### src/rtl/sadc_pkg.sv
package sadc_pkg;
  typedef enum logic [2:0] {
    ST_IDLE,
    ST_SETUP,
    ST_HIGH,
    ST_LOW,
    ST_REC
  } sadc_st_e;
endpackage

### src/rtl/sadc_tick.sv
// Phase timer: pulses tick_o on the last cycle of each lim_i-cycle phase.
module sadc_tick #(
  parameter int DIV_W = 8
) (
  input  logic             clk_i,
  input  logic             rst_ni,
  input  logic             en_i,
  input  logic [DIV_W-1:0] lim_i,
  output logic             tick_o
);
  logic [DIV_W-1:0] cnt_q;

  assign tick_o = en_i && (cnt_q == lim_i - DIV_W'(1));

  always_ff @(posedge clk_i or negedge rst_ni) begin
    if (!rst_ni)      cnt_q <= '0;
    else if (!en_i)   cnt_q <= '0;
    else if (tick_o)  cnt_q <= '0;
    else              cnt_q <= cnt_q + DIV_W'(1);
  end
endmodule

### src/rtl/sadc_capture.sv
// Sorts sample slots into leading check, result and sub-bit fields.
module sadc_capture #(
  parameter int RES_W  = 10,
  parameter int LEAD_N = 2,
  parameter int SUB_W  = 2,
  parameter int EDGE_W = 5
) (
  input  logic              clk_i,
  input  logic              rst_ni,
  input  logic              clear_i,
  input  logic              sample_i,
  input  logic [EDGE_W-1:0] idx_i,
  input  logic              sdata_i,
  output logic [RES_W-1:0]  res_o,
  output logic [SUB_W-1:0]  sub_o,
  output logic              err_o
);
  localparam logic [EDGE_W-1:0] LEAD_END = EDGE_W'(LEAD_N);
  localparam logic [EDGE_W-1:0] RES_END  = EDGE_W'(LEAD_N + RES_W);
  localparam logic [EDGE_W-1:0] SUB_END  = EDGE_W'(LEAD_N + RES_W + SUB_W);

  always_ff @(posedge clk_i or negedge rst_ni) begin
    if (!rst_ni) begin
      res_o <= '0;
      sub_o <= '0;
      err_o <= 1'b0;
    end else if (clear_i) begin
      res_o <= '0;
      sub_o <= '0;
      err_o <= 1'b0;
    end else if (sample_i) begin
      if (idx_i <= LEAD_END)     err_o <= err_o | sdata_i;
      else if (idx_i <= RES_END) res_o <= {res_o[RES_W-2:0], sdata_i};
      else if (idx_i <= SUB_END) sub_o <= {sub_o[SUB_W-2:0], sdata_i};
    end
  end
endmodule

### src/rtl/sadc_wait.sv
// Recovery down-counter; done_o once it reaches zero.
module sadc_wait #(
  parameter int WAIT_W = 5
) (
  input  logic              clk_i,
  input  logic              rst_ni,
  input  logic              load_i,
  input  logic [WAIT_W-1:0] val_i,
  input  logic              en_i,
  output logic              done_o
);
  logic [WAIT_W-1:0] cnt_q;

  assign done_o = (cnt_q == '0);

  always_ff @(posedge clk_i or negedge rst_ni) begin
    if (!rst_ni)               cnt_q <= '0;
    else if (load_i)           cnt_q <= val_i;
    else if (en_i && !done_o)  cnt_q <= cnt_q - WAIT_W'(1);
  end
endmodule

### src/rtl/sadc_reader.sv
module sadc_reader
  import sadc_pkg::*;
#(
  parameter int DIV_W    = 8,
  parameter int CSHI_CYC = 7,
  parameter int ACQ_CYC  = 30,
  parameter int RES_W    = 10,
  parameter int LEAD_N   = 2,
  parameter int SUB_W    = 2
) (
  input  logic             clk_i,
  input  logic             rst_ni,
  input  logic             start_i,
  input  logic             abort_i,
  input  logic [DIV_W-1:0] div_i,
  input  logic [1:0]       len_sel_i,
  input  logic             sdata_i,
  output logic             cs_no,
  output logic             sclk_o,
  output logic             busy_o,
  output logic             valid_o,
  output logic [RES_W-1:0] result_o,
  output logic [SUB_W-1:0] sub_o,
  output logic             frame_err_o
);
  localparam int LEN_BASE = LEAD_N + RES_W + 1;
  localparam int LEN_MAX  = LEN_BASE + 3;
  localparam int EDGE_W   = $clog2(LEN_MAX + 1);
  localparam int WAIT_MAX = (CSHI_CYC > ACQ_CYC) ? CSHI_CYC : ACQ_CYC;
  localparam int WAIT_W   = $clog2(WAIT_MAX + 1);
  localparam logic [EDGE_W-1:0] SUB_LEN = EDGE_W'(LEAD_N + RES_W + SUB_W);

  sadc_st_e          st_q;
  logic [DIV_W-1:0]  div_q;
  logic [EDGE_W-1:0] len_q, edge_q;
  logic              tick, in_frame, abort_hit, finish, accept;
  logic              wait_load, wait_done;
  logic [WAIT_W-1:0] wait_val;
  logic [RES_W-1:0]  cap_res;
  logic [SUB_W-1:0]  cap_sub;
  logic              cap_err;

  function automatic logic [EDGE_W-1:0] frame_len(input logic [1:0] sel);
    case (sel)
      2'd0:    return EDGE_W'(LEN_BASE);
      2'd1:    return EDGE_W'(LEN_BASE + 2);
      default: return EDGE_W'(LEN_BASE + 3);
    endcase
  endfunction

  assign in_frame  = (st_q == ST_SETUP) || (st_q == ST_HIGH) || (st_q == ST_LOW);
  assign accept    = (st_q == ST_IDLE) && start_i;
  assign abort_hit = in_frame && abort_i;
  assign finish    = (st_q == ST_LOW) && tick && !abort_i && (edge_q == len_q);
  assign wait_load = abort_hit || finish;
  assign wait_val  = abort_hit ? WAIT_W'(ACQ_CYC - 1) : WAIT_W'(CSHI_CYC - 1);

  sadc_tick #(.DIV_W(DIV_W)) u_tick (
    .clk_i  (clk_i),
    .rst_ni (rst_ni),
    .en_i   (in_frame),
    .lim_i  (div_q),
    .tick_o (tick)
  );

  sadc_capture #(
    .RES_W  (RES_W),
    .LEAD_N (LEAD_N),
    .SUB_W  (SUB_W),
    .EDGE_W (EDGE_W)
  ) u_capture (
    .clk_i    (clk_i),
    .rst_ni   (rst_ni),
    .clear_i  (accept),
    .sample_i ((st_q == ST_HIGH) && tick && !abort_i),
    .idx_i    (edge_q),
    .sdata_i  (sdata_i),
    .res_o    (cap_res),
    .sub_o    (cap_sub),
    .err_o    (cap_err)
  );

  sadc_wait #(.WAIT_W(WAIT_W)) u_wait (
    .clk_i  (clk_i),
    .rst_ni (rst_ni),
    .load_i (wait_load),
    .val_i  (wait_val),
    .en_i   (st_q == ST_REC),
    .done_o (wait_done)
  );

  always_ff @(posedge clk_i or negedge rst_ni) begin
    if (!rst_ni) begin
      st_q   <= ST_IDLE;
      div_q  <= DIV_W'(1);
      len_q  <= EDGE_W'(LEN_BASE);
      edge_q <= '0;
    end else begin
      case (st_q)
        ST_IDLE: if (start_i) begin
          div_q  <= (div_i == '0) ? DIV_W'(1) : div_i;
          len_q  <= frame_len(len_sel_i);
          edge_q <= EDGE_W'(1);
          st_q   <= ST_SETUP;
        end
        ST_SETUP: begin
          if (abort_i)   st_q <= ST_REC;
          else if (tick) st_q <= ST_HIGH;
        end
        ST_HIGH: begin
          if (abort_i)   st_q <= ST_REC;
          else if (tick) st_q <= ST_LOW;
        end
        ST_LOW: begin
          if (abort_i) st_q <= ST_REC;
          else if (tick) begin
            if (edge_q == len_q) st_q <= ST_REC;
            else begin
              edge_q <= edge_q + EDGE_W'(1);
              st_q   <= ST_HIGH;
            end
          end
        end
        ST_REC:  if (wait_done) st_q <= ST_IDLE;
        default: st_q <= ST_IDLE;
      endcase
    end
  end

  always_ff @(posedge clk_i or negedge rst_ni) begin
    if (!rst_ni) begin
      valid_o     <= 1'b0;
      result_o    <= '0;
      sub_o       <= '0;
      frame_err_o <= 1'b0;
    end else begin
      valid_o <= finish;
      if (finish) begin
        result_o    <= cap_res;
        sub_o       <= (len_q >= SUB_LEN) ? cap_sub : '0;
        frame_err_o <= cap_err;
      end
    end
  end

  assign cs_no  = !in_frame;
  assign sclk_o = (st_q == ST_HIGH);
  assign busy_o = (st_q != ST_IDLE);
endmodule

### config.mk
export PLATFORM = sky130hd
export DESIGN_NAME = sadc_reader
export DESIGN_NICKNAME = d
export VERILOG_FILES = /design/src/rtl/sadc_pkg.sv /design/src/rtl/sadc_tick.sv /design/src/rtl/sadc_capture.sv /design/src/rtl/sadc_wait.sv /design/src/rtl/sadc_reader.sv
export SDC_FILE = /design/constraint.sdc
export NUM_CORES = 1
export LEC_CHECK = 0
export ABC_AREA = 1
export CAP_MARGIN = 20
export CORE_MARGIN = 2
export CORE_UTILIZATION = 30
export DETAILED_ROUTE_END_ITERATION = 6
export GPL_TIMING_DRIVEN = 0
export PLACE_DENSITY = 0.54
export SLEW_MARGIN = 0
export SYNTH_ARGS = -nofsm -noshare
export SYNTH_HDL_FRONTEND = slang
export SYNTH_SLANG_ARGS = --single-unit
### constraint.sdc
create_clock -name clk_i -period 5 [get_ports clk_i]
set_input_delay 0.75 -clock clk_i [delete_from_list [all_inputs] [get_ports clk_i]]
set_output_delay 0.75 -clock clk_i [all_outputs]
set_load 0.03 [all_outputs]
==> metrics.cfg <==
[placed_design]
gp_congestion=0.799
placedCellCount=573
io_buffers=31
place_hpwl_mm=5.41

[clock_network]
cts-htree-levels=3
cts_num_sinks=59
post_cts_buffers=0
holdBufCountCts=0
numCtsBuffers=9
clockBufferDepth=2
ctsRootBufferMaster=clkbuf_8
cts_tree=built
clk_latency_ns=0.34
cts_resized=0
path_clk_slew_ns=0.07

[worst_setup_path]
worst-path-buf-inv=1
path_depth=2
reg2reg_depth=13
arrival_ns=1.89
worstPathCellList=nor3_1 > clkdlybuf4s50_1
required_ns=4.25
worstSetupEndpoint=sclk_o
cp_slowest_cell=clkdlybuf4s50_1
worstSetupStartpoint=st_q[2]
r2r-start=div_q[0]
start_kind=register
critPathKind=register to primary output
worstSetupEndpointType=primary output
r2r_slack_ns=2.75
critPathMaxStageDelay_ns=0.75
r2r-end=u_capture.res_o[5]
cp_max_fo=5
cp_top_family=buffers and inverters

[die]
coreArea_um2=10400
die-area_um2=11600
die_h_um=108
dieWidth_um=108
floorplan.initialDensity_pct=31.1
rows=37
io_pins=32

[timing]
relSlewSlack_pct=57.2
fmax_ghz=0.378
final_hold_viol_count=0
rsz0062_at_grt=no
finalClockSkew_ns=0.00871
worst_pin_slew_ns=0.637
fin_crit_ns=2.64
timing.hold.ws_ns=0.421
setup_viol=0
period_share_pct=52.9
finalSetupTns_ns=0
drv_slew=0

[global_routing]
grt_max_degree=35
grt_usage_pct=13.8
antenna_found_initial=0
grt_pass1_vias=2675
grt_pass1_wl_mm=12.6
grt-ovfl-total=0

[layout]
regArea_um2=1480
final_cells=588
multiInputGateArea_um2=1480
synthToLayoutAreaGrowth_pct=22.3
mostFrequentLayoutCells=113 x nand2_1, 57 x dfrtp_1, 49 x inv_1
nets=469
drive_above_1_share_pct=15.7
diodes=0
layout_commonest_cell=nand2_1
fill_cells=1094

[detailed_routing]
ant_nets=0
totalWireLength_mm=7.16
routed_via_density=4.48
drtPass1Iterations=4
drtIter0Drc=95
wl_per_cell_um=12.2
via_count=2635
drc=0

[logic_synthesis]
synth-seq-cells=59
syn_inst=405
ys_seq_area_share_pct=45.7
synthArstFlopShare_pct=100
yosysWarnings=0
synth_nets=426
syn_avg_cell_area_um2=7.99
synth_enable_flop_cells=0
syn_area_um2=3240
synth_cell_types=37
ys.flop_type=dfrtp_1

[flow_run]
maxCapViolations=0

[power]
leakagePower_nw=1.99
power.density_nw_per_um2=460
ir_drop_mv=0.185
p_total_w=0.00182

[min_path]
min_path_type=input port to async pin

[status]
status=completed

[how the worst min path moves through the flow]
stage                  end  slack (ns)  cells after the start
2_1_floorplan  result_o[0]        0.44                      2
3_3_place_gp   result_o[0]        0.46                      2
3_5_place_dp   result_o[0]        0.45                      2
4_1_cts          edge_q[0]        0.43                      1
5_1_grt          edge_q[0]        0.46                      1
6_report         edge_q[0]        0.42                      1
[report_power, final]
part           total [W]  leakage, nW  internal [W]  switching (W)
Combinational   0.000663         1.09      0.000223       0.000440
Sequential      0.000659        0.784      0.000568      0.0000906
Clock           0.000500        0.115      0.000305       0.000195
[synthesized netlist by cell type (3+ instances only)]
| master | instances | share of area (%) |
|---|---|---|
| nand3_1 | 30 | 4.6 |
| o21ai_0 | 16 | 2.5 |
| nand4_1 | 5 | 0.97 |
| nor3_1 | 7 | 1.1 |
| nand3_2 | 3 | 0.93 |
| ha_1 | 6 | 2.3 |
| nor2_2 | 12 | 2.3 |
| a21oi_2 | 9 | 2.4 |
| a21oi_1 | 8 | 1.2 |
| xor2_1 | 10 | 2.7 |
| o21ai_1 | 5 | 0.77 |
| nor2_1 | 30 | 3.5 |
| nand2_1 | 113 | 13 |
| buf_6 | 3 | 1.0 |
| buf_2 | 4 | 0.62 |
| inv_1 | 49 | 5.7 |
| dfrtp_1 | 57 | 44 |
| nor2_4 | 3 | 1.0 |
| inv_2 | 9 | 1.0 |
[cell families after synthesis]
kind of cell	Yosys count	synth area share (%)
buffers and inverters	67	8.62
AND/OR/NAND/NOR	217	31.7
AO/OA/AOI/OAI	44	8.35
XOR/XNOR	12	3.25
flip-flops	59	45.7
adder cells (fa/ha/maj)	6	2.32
[registers in the layout, summed over array words and instances (netlist names), 2 cells and up]
signal and flops:
div_q 8, sub_o 2, result_o 10, u_wait.cnt_q 5, u_capture.sub_o 2, u_capture.res_o 10
edge_q 5, len_q 3, u_tick.cnt_q 8, st_q 3
[stage by stage]
stage / setup WS, ns / utilization [%] / cell area, µm²
finish: 2.36 / 38.0 / 3960
global route: 2.27 / 38.0 / 3960
CTS: 2.35 / 38.0 / 3960
detailed placement: 2.59 / 35.8 / 3730
global placement: 1.18 / 35.7 / 3720
floorplan: 2.96 / - / 3240
[layout make-up]
| type | instances | area share, % |
|---|---|---|
| Multi-Input combinational cell | 279 | 37.3 |
| Buffer | 9 | 1.55 |
| Sequential cell | 59 | 37.4 |
| Inverter | 58 | 5.50 |
| Tap cell | 136 | 4.30 |
| Clock inverter | 4 | 1.87 |
| Timing Repair Buffer | 32 | 8.22 |
| Clock buffer | 11 | 3.83 |
[routing by layer]
| layer | vias up | part of all wire (%) | global-route usage [%] |
|---|---|---|---|
| met5 | - | 0 | 0 |
| met4 | 0 | 2.3 | 7.05 |
| met3 | 13 | 3.4 | 2.48 |
| met2 | 28 | 47 | 22.6 |
| met1 | 1223 | 47 | 17.3 |
| li1 | 1371 | - | - |
No activity file was read; power rests on OpenSTA's default activity.
